**src/rtl/kwd_pkg.sv**
```systemverilog
// Package: shared types and elaboration helpers for the keyed watchdog.
// Assumes: nothing beyond IEEE 1800-2017 constant functions.
package kwd_pkg;

    // Countdown phase: stopped, first countdown, or grace countdown after the NMI.
    typedef enum logic [1:0] {
        ST_IDLE  = 2'd0,
        ST_ARMED = 2'd1,
        ST_GRACE = 2'd2
    } wd_stage_e;

    // Core clock cycles per watchdog tick. Never below one.
    function automatic int unsigned tick_divisor(input int unsigned clk_hz,
                                                 input int unsigned tick_hz);
        if (tick_hz == 0 || clk_hz <= tick_hz)
            return 1;
        return clk_hz / tick_hz;
    endfunction

endpackage

```
**src/rtl/kwd_tick_gen.sv**
```systemverilog
// Module: kwd_tick_gen
// Divides the core clock into a one-cycle tick strobe every CLK_HZ/TICK_HZ cycles.
// Assumes: the prescaler runs freely from reset and is never reloaded by writes,
// and the division ratio is at least 2 (or exactly 1, which ticks every cycle).
module kwd_tick_gen #(
    parameter int unsigned CLK_HZ  = 50_000_000,
    parameter int unsigned TICK_HZ = 760
) (
    input  logic clk,
    input  logic rst_n,
    output logic tick
);
    localparam int unsigned DIV = kwd_pkg::tick_divisor(CLK_HZ, TICK_HZ);
    localparam int          PW  = (DIV > 1) ? $clog2(DIV) : 1;

    generate
        if (DIV > 1) begin : g_div
            logic [PW-1:0] pre_cnt;

            // Free-running modulo-DIV counter.
            always_ff @(posedge clk) begin
                if (!rst_n)
                    pre_cnt <= '0;
                else if (pre_cnt == PW'(DIV - 1))
                    pre_cnt <= '0;
                else
                    pre_cnt <= pre_cnt + 1'b1;
            end

            assign tick = (pre_cnt == PW'(DIV - 1));
        end else begin : g_nodiv
            logic tick_q;

            // Divide-by-one: tick on every cycle out of reset.
            always_ff @(posedge clk) begin
                if (!rst_n)
                    tick_q <= 1'b0;
                else
                    tick_q <= 1'b1;
            end

            assign tick = tick_q;
        end
    endgenerate
endmodule

```
**src/rtl/kwd_key_gate.sv**
```systemverilog
// Module: kwd_key_gate
// Holds the stored control word and decides whether a write is accepted.
// Assumes: the run bit is bit CNT_W-1 and the key sits right above the count
// field. CNT_W+KEY_W must not exceed 32.
module kwd_key_gate #(
    parameter int CNT_W = 9,
    parameter int KEY_W = 7
) (
    input  logic        clk,
    input  logic        rst_n,
    input  logic        wr_en,
    input  logic [31:0] wr_data,
    output logic        accept,
    output logic [31:0] ctrl_q
);
    localparam int RUN_BIT = CNT_W - 1;
    localparam int KEY_LO  = CNT_W;
    localparam int KEY_HI  = CNT_W + KEY_W - 1;

    logic [KEY_W-1:0] offered_key;
    logic [KEY_W-1:0] held_key;
    logic             key_match;

    // Compare the offered key with the inverse of the held key.
    always_comb begin
        offered_key = wr_data[KEY_HI:KEY_LO];
        held_key    = ctrl_q[KEY_HI:KEY_LO];
        key_match   = (offered_key == ~held_key);
        accept      = wr_en && (!ctrl_q[RUN_BIT] || key_match);
    end

    // Latch the whole written word when the write is accepted.
    always_ff @(posedge clk) begin
        if (!rst_n)
            ctrl_q <= '0;
        else if (accept)
            ctrl_q <= wr_data;
    end
endmodule

```
**src/rtl/kwd_stage_ctr.sv**
```systemverilog
// Module: kwd_stage_ctr
// Two-phase countdown: the first expiry raises the NMI and loads the grace count,
// and the grace expiry pulses the reset request.
// Assumes: a load takes priority over a tick in the same cycle, and
// GRACE_TICKS lies between 1 and 2^CNT_W-1.
module kwd_stage_ctr #(
    parameter int CNT_W       = 9,
    parameter int GRACE_TICKS = 1
) (
    input  logic             clk,
    input  logic             rst_n,
    input  logic             tick,
    input  logic             load,
    input  logic [CNT_W-1:0] load_field,
    input  logic             load_run,
    output logic [CNT_W-1:0] count,
    output logic             nmi,
    output logic             rst_req
);
    import kwd_pkg::*;

    localparam logic [CNT_W-1:0] ZERO_LOAD  = CNT_W'(1) << (CNT_W - 1);
    localparam logic [CNT_W-1:0] GRACE_LOAD = CNT_W'(GRACE_TICKS);

    wd_stage_e        stage;
    logic [CNT_W-1:0] load_val;

    // Substitute the half-range value for a zero count field.
    always_comb begin
        load_val = (load_field == '0) ? ZERO_LOAD : load_field;
    end

    // Countdown, phase change, NMI flag and one-cycle reset request.
    always_ff @(posedge clk) begin
        if (!rst_n) begin
            stage   <= ST_IDLE;
            count   <= '0;
            nmi     <= 1'b0;
            rst_req <= 1'b0;
        end else begin
            rst_req <= 1'b0;
            if (load) begin
                count <= load_val;
                stage <= load_run ? ST_ARMED : ST_IDLE;
                nmi   <= 1'b0;
            end else if (tick && stage != ST_IDLE) begin
                if (count > CNT_W'(1)) begin
                    count <= count - 1'b1;
                end else if (stage == ST_ARMED) begin
                    stage <= ST_GRACE;
                    count <= GRACE_LOAD;
                    nmi   <= 1'b1;
                end else begin
                    stage   <= ST_IDLE;
                    count   <= '0;
                    rst_req <= 1'b1;
                end
            end
        end
    end
endmodule

```
**src/rtl/keyed_watchdog.sv**
```systemverilog
// Module: keyed_watchdog (top)
// Keyed watchdog with an NMI stage followed by a reset request.
// Assumes: writes are single-cycle strobes in the core clock domain.
module keyed_watchdog #(
    parameter int unsigned CLK_HZ      = 50_000_000,
    parameter int unsigned TICK_HZ     = 760,
    parameter int          CNT_W       = 9,
    parameter int          KEY_W       = 7,
    parameter int          GRACE_TICKS = 1
) (
    input  logic             clk,
    input  logic             rst_n,
    input  logic             wr_en,
    input  logic [31:0]      wr_data,
    output logic [31:0]      ctrl_value,
    output logic [CNT_W-1:0] count_value,
    output logic             nmi,
    output logic             rst_req
);
    logic tick;
    logic accept;

    kwd_tick_gen #(.CLK_HZ(CLK_HZ), .TICK_HZ(TICK_HZ)) u_tick (
        .clk   (clk),
        .rst_n (rst_n),
        .tick  (tick)
    );

    kwd_key_gate #(.CNT_W(CNT_W), .KEY_W(KEY_W)) u_gate (
        .clk     (clk),
        .rst_n   (rst_n),
        .wr_en   (wr_en),
        .wr_data (wr_data),
        .accept  (accept),
        .ctrl_q  (ctrl_value)
    );

    kwd_stage_ctr #(.CNT_W(CNT_W), .GRACE_TICKS(GRACE_TICKS)) u_ctr (
        .clk        (clk),
        .rst_n      (rst_n),
        .tick       (tick),
        .load       (accept),
        .load_field (wr_data[CNT_W-1:0]),
        .load_run   (wr_data[CNT_W-1]),
        .count      (count_value),
        .nmi        (nmi),
        .rst_req    (rst_req)
    );
endmodule

```
**config.mk**
```make
export PLATFORM = sky130hd
export DESIGN_NAME = keyed_watchdog
export DESIGN_NICKNAME = d
export VERILOG_FILES = /design/src/rtl/kwd_pkg.sv /design/src/rtl/kwd_tick_gen.sv /design/src/rtl/kwd_key_gate.sv /design/src/rtl/kwd_stage_ctr.sv /design/src/rtl/keyed_watchdog.sv
export SDC_FILE = /design/constraint.sdc
export NUM_CORES = 1
export LEC_CHECK = 0
export BUFFER_PORTS_ARGS = -buffer_cell sky130_fd_sc_hd__buf_2
export CORE_MARGIN = 3
export CORE_UTILIZATION = 50
export CTS_BUF_LIST = sky130_fd_sc_hd__clkbuf_16
export CTS_CLUSTER_DIAMETER = 100
export DETAILED_ROUTE_END_ITERATION = 6
export GPL_TIMING_DRIVEN = 0
export MAX_ROUTING_LAYER = met4
export PLACE_DENSITY = 0.76
export SLEW_MARGIN = 5
export SYNTH_ARGS = -nofsm -noshare
export SYNTH_HDL_FRONTEND = slang
export SYNTH_HIERARCHICAL = 1
export SYNTH_SLANG_ARGS = --single-unit
```
**constraint.sdc**
```tcl
create_clock -name clk -period 2.5 [get_ports clk]
set_input_delay 0.375 -clock clk [delete_from_list [all_inputs] [get_ports clk]]
set_output_delay 0.375 -clock clk [all_outputs]
set_load 0.05 [all_outputs]
```
# == After elaboration in Yosys (flattened, before gate mapping) ==
# Index checks and enable logic that the tools add are counted.
# word_totals
wordCells,40
reg_bits,62
in_bits,35
output_inout_bits,43
# op_classes
mux,11
magnitude_cmp,1
add_sub_neg,2
eq_ne,4
bitwise_logic,4
reduce_logical,12
# op_table
operator,count
$mux 9,4
$add 17x1->17 const B,1
$eq 17x17->1 const B,1
$gt 9x1->1 const B,1
$logic_not 9->1,1
$sub 9x1->9 const B,1
$mux 2,4
$eq 7x7->1,1
$not 7->7,1
$reduce_bool 2->1,2
$reduce_or 2->1,2
$reduce_or 4->1,1
$mux 1,3
$not 1->1,3
$reduce_and 3->1,1
$eq 2x1->1 const B,1
$logic_and 1x1->1,2
$ne 2x2->1 const B,1
$reduce_and 2->1,1
$logic_not 1->1,1
$logic_or 1x1->1,1

# == Depth between registers and ports, before layout ==
# depth
depth_word,6
mapped_depth,9
mapped_depth_nobuf,9

# == By module ==
# The synthesis kept the hierarchy.
# by_module_without_submodules
mod,cells_per_inst,seq_area_each_um2,n_inst,area_each_um2
kwd_key_gate,149,640.6,1,1366.3
kwd_stage_ctr,94,260.2,1,793.3
kwd_tick_gen,87,340.3,1,779.5

# == Worst setup path before layout ==
# Ideal clock, no wire load.
# synth_path
path_type,register -> register
from,register u_gate.ctrl_q[13]
to,register u_ctr.count[2]
setup_time_ns,0.117
path_stages_with_launch,8
synth_period_minus_slack_ns,2.156
required_time_ns,2.383
n_path_buf,2
t_arrival_ns,2.038
setup_slack_ns,0.344
path_cell_list,dfxtp_1 xor2_1 nand4_1 o22ai_4 buf_8 clkbuf_1 o21ai_0 a32o_1
# synth_via
elab_chain_len,5
elab_cells_between_ends,6
classes_between,eq/ne (1); mux (1); bitwise (1); reduce/logical (3)
# synth_lines
element,line,rtl
from (decl),kwd_key_gate.sv:14,output logic [31:0] ctrl_q
from (signal assigned),kwd_key_gate.sv:37,ctrl_q <= wr_data;
$not 7->7 (*),kwd_key_gate.sv:28,key_match = (offered_key == ~held_key);
$eq 7x7->1 (*),kwd_key_gate.sv:28,
$logic_or 1x1->1 (*),kwd_key_gate.sv:29,accept = wr_en && (!ctrl_q[RUN_BIT] || key_match);
$logic_and 1x1->1 (*),kwd_key_gate.sv:29,
named net accept,keyed_watchdog.sv:21,logic accept;
$mux 9 / $reduce_bool 2->1 (equally long branches),--,
to (signal assigned),kwd_stage_ctr.sv:43,count <= load_val;
to (signal assigned),kwd_stage_ctr.sv:48,count <= count - 1'b1;
to (decl),kwd_stage_ctr.sv:16,"output logic [CNT_W-1:0] count,"
# Mark *: on every way through the listed nets, which the timed path passes. The rest lies on a longest branch.
# A chain may end at the register's enable or synchronous reset.

# == Final worst setup path ==
# layout_path
from,register u_tick.g_div.pre_cnt[0]
to,register u_ctr.count[0]
# layout_via
elab_chain_len,3
# layout_lines
element,line,rtl
from (decl),kwd_tick_gen.sv:18,logic [PW-1:0] pre_cnt;
from (signal assigned),kwd_tick_gen.sv:27,pre_cnt <= pre_cnt + 1'b1;
$eq 17x17->1,kwd_tick_gen.sv:30,assign tick = (pre_cnt == PW'(DIV - 1));
named net tick,keyed_watchdog.sv:20,logic tick;
$logic_and 1x1->1,kwd_stage_ctr.sv:46,end else if (tick && stage != ST_IDLE) begin
$reduce_bool 2->1 (no source line),--,
# The timed path passes the listed nets, and every way through them passes these cells.

==> flow_summary.toml <==
[layout]
area_delta_synth_final_pct = 26.9
fillers = 496
finalNetCount = 457
drive_above_1_share = 0.255
fin_area_mm2 = 0.00373
final_core_util = 0.665
antenna_cells = 0

[clock_network]
worstSkewPairLatency_ns = 0.32
cts_buffers = 9
path_clk_slew_ns = 0.06
cts_num_sinks = 62
cts_max_level = 3
cts-root-buf = "clkbuf_16"
clockBufferDepth = 2
cts_tree = "yes"
holdBufCountCts = 0
cts-resized-gates = 0
post_cts_buffers = 0

[critical_path]
ff2ff_setup_slack_ns = 0.30
crit_chain = "inv_1 > ha_1 > nor4bb_1 > nand4_1 > inv_1 > o21ai_1 > a31oi_1 > a2bb2oi_1 > o21ai_1"
setup.worst_path.end = "u_ctr/count[0]"
crit_fanout = 9
crit_start = "u_tick/g_div.pre_cnt[0]"
cp_top_family = "compound AO/OA/AOI/OAI gates"
r2r-end = "u_ctr/count[0]"
startpoint_type = "register"
reg2reg_depth = 9
path_class = "register to register"
cp.buffers_inverters = 2
r2r_start = "u_tick/g_div.pre_cnt[0]"
critPathMaxStageDelay_ns = 0.37
end_kind = "register"
path_depth = 9
critPathRequiredTime_ns = 2.71
cp.arrival_ns = 2.42
slowest_stage = "a31oi_1"

[sta]
holdWs_ns = 0.297
slew_viol_final = 0
worstMarginPinSlew_ns = 0.651
final-setup-viol-count = 0
post-route-min-period_ns = 2.20
period_share = 0.882
slew_headroom = 0.563
rsz0062_at_grt = "no"
skew_ns = 0.00550
max_freq_ghz = 0.454
setup-tns-final_ns = 0
hold_viol = 0

[global_routing]
first_global_vias = 2394
grt_overflow_total = 0
grt_use_total = 0.215
grt_pass1_wl_um = 11000
grt_max_degree = 14
antenna_found_initial = 0

[synth]
yosysSeqAreaShare = 0.422
yosysUniqueCellTypes = 49
avgSynthCellArea_um2 = 8.91
synth_top_area_share = 0.422
async_flop_share = 0
synth_cells = 330
synth_edf_count = 0
yosysWarningCount = 6
synth-seq-cells = 62
synth_top_flop_cell = "dfxtp_1"
yosys.area.top_type = "dfxtp_1"
syn_nets = 369
synthTopCellsByCount = "nand2_1, dfxtp_1, mux2i_1, nor2_1, xor2_1"
synth.cell_area_mm2 = 0.00294
synth.most_common_cell = "nand2_1"
yosys-top-cells-area = "dfxtp_1, mux2i_1, nand2_1"

[drt]
wl_met1_um = 3090
ant_nets = 0
wl_um = 6740
first_pass_iters = 4
vias_per_cell = 5.32
drc = 0
wl_met3_um = 422
wl_met2_um = 3130
vias = 2633
routed.top_layer = "met4"
routedWlPerCell_um = 13.6
drt-initial-drc-count = 107

[pwr]
cellLeakagePower_nw = 1.72
p_per_area_mw_per_mm2 = 772
vdd_drop_max_v = 0.000514

[floorplanning]
dieHeight_um = 82.7
dieArea_mm2 = 0.00683
core_area_mm2 = 0.00561
die_w_um = 82.7
start_util = 0.524
num_io_pins = 78
rows = 27

[min_path]
min_path_type = "input port to register"

[placement]
port_buffers = 77
dpl_cell_area_mm2 = 0.00341
dp_hpwl_um = 4880
routabilityCongestion = 0.883

[run]
drv_cap = 0

[run_status]
status = "finished, final reports clean"
[sequential cells by signal, summed over array words and instances, names as in the netlist]
register,flops
u_ctr/count,9
u_ctr/nmi,1
u_ctr/rst_req,1
u_ctr/stage,2
u_gate/ctrl_q,32
u_tick/g_div.pre_cnt,17
[stage by stage]
stage	power (W)	setup slack [ns]	instances
global route	0.00299	0.123	495
floorplan	0.00146	0.344	330
finish	0.00288	0.295	495
detailed placement	0.00159	0.326	479
CTS	0.00290	0.330	495
global placement	0.00158	0.351	479
[cell usage in the layout (no fill, tap or decap), types with 2 or more instances in the layout]
master,instances
nor4bb_1,2
clkinv_1,2
clkinv_2,2
mux2i_1,33
or3_1,3
nor4_1,4
nor2_1,22
a32o_1,2
nand2_1,76
clkinvlp_4,2
nand3_1,11
inv_1,7
xnor2_1,2
xor2_1,19
o21ai_0,10
o21ai_1,2
nor2b_1,2
nand4_1,12
and4_1,3
and3_1,4
clkbuf_1,9
o21a_1,4
clkbuf_16,9
ha_1,4
buf_2,78
dfxtp_1,62
bufinv_16,2
buf_8,3
a21oi_1,8
[worst min path at each step]
stage,from,to,slack (ns),cells past startpoint
6_report,wr_data[20],u_gate/ctrl_q[20],0.30,3
5_1_grt,wr_data[19],u_gate/ctrl_q[19],0.30,3
4_1_cts,wr_data[20],u_gate/ctrl_q[20],0.29,3
3_5_place_dp,u_gate/ctrl_q[16],u_gate/ctrl_q[16],0.45,2
3_3_place_gp,u_gate/ctrl_q[19],u_gate/ctrl_q[19],0.44,2
2_1_floorplan,u_tick/g_div.pre_cnt[0],u_tick/g_div.pre_cnt[0],0.43,1
[metal layers]
layer / vias up / track usage
met4: 0 / 0.0964
met2: 68 / 0.316
li1: 1326 / -
met1: 1230 / 0.284
met5: - / -
met3: 9 / 0.0456
[cell type report]
cell class | instances | area, um2 | area share
Multi-Input combinational cell | 245 | 1570 | 0.420
Sequential cell | 62 | 1240 | 0.333
Timing Repair Buffer | 77 | 385 | 0.103
Clock buffer | 9 | 225 | 0.0604
Buffer | 15 | 103 | 0.0275
Tap cell | 72 | 90.1 | 0.0242
Clock inverter | 7 | 88.8 | 0.0238
Inverter | 8 | 30.0 | 0.00805
[where the power goes]
group | switching, W | total, W | leakage [nW] | internal (W)
Combinational | 0.000327 | 0.000478 | 1.06 | 0.000151
Sequential | 0.0000523 | 0.00110 | 0.508 | 0.00104
Clock | 0.000439 | 0.00130 | 0.149 | 0.000864
[worst reg2reg max path, delay by kind of cell (launching register included)]
family	cells	cell delay, ns
and+or+nand+nor	2	0.49
adders and majority gates	1	0.13
buffers and inverters	2	0.25
DFF	1	0.34
AOI/OAI and AO/OA	4	0.88
[logic make-up (layout without fill, tap and decap cells)]
kind of cell | after synthesis | count (layout) | share of synthesized area
AO/OA/AOI/OAI | 37 | 37 | 0.0873
XOR/XNOR | 21 | 21 | 0.0626
adder cells (fa/ha/maj) | 4 | 4 | 0.0170
buffers and inverters | 23 | 116 | 0.0451
flip-flops | 62 | 62 | 0.422
multiplexers | 34 | 34 | 0.117
AND/OR/NAND/NOR | 149 | 149 | 0.248
Note: power is estimated with default switching activity, not from simulation.
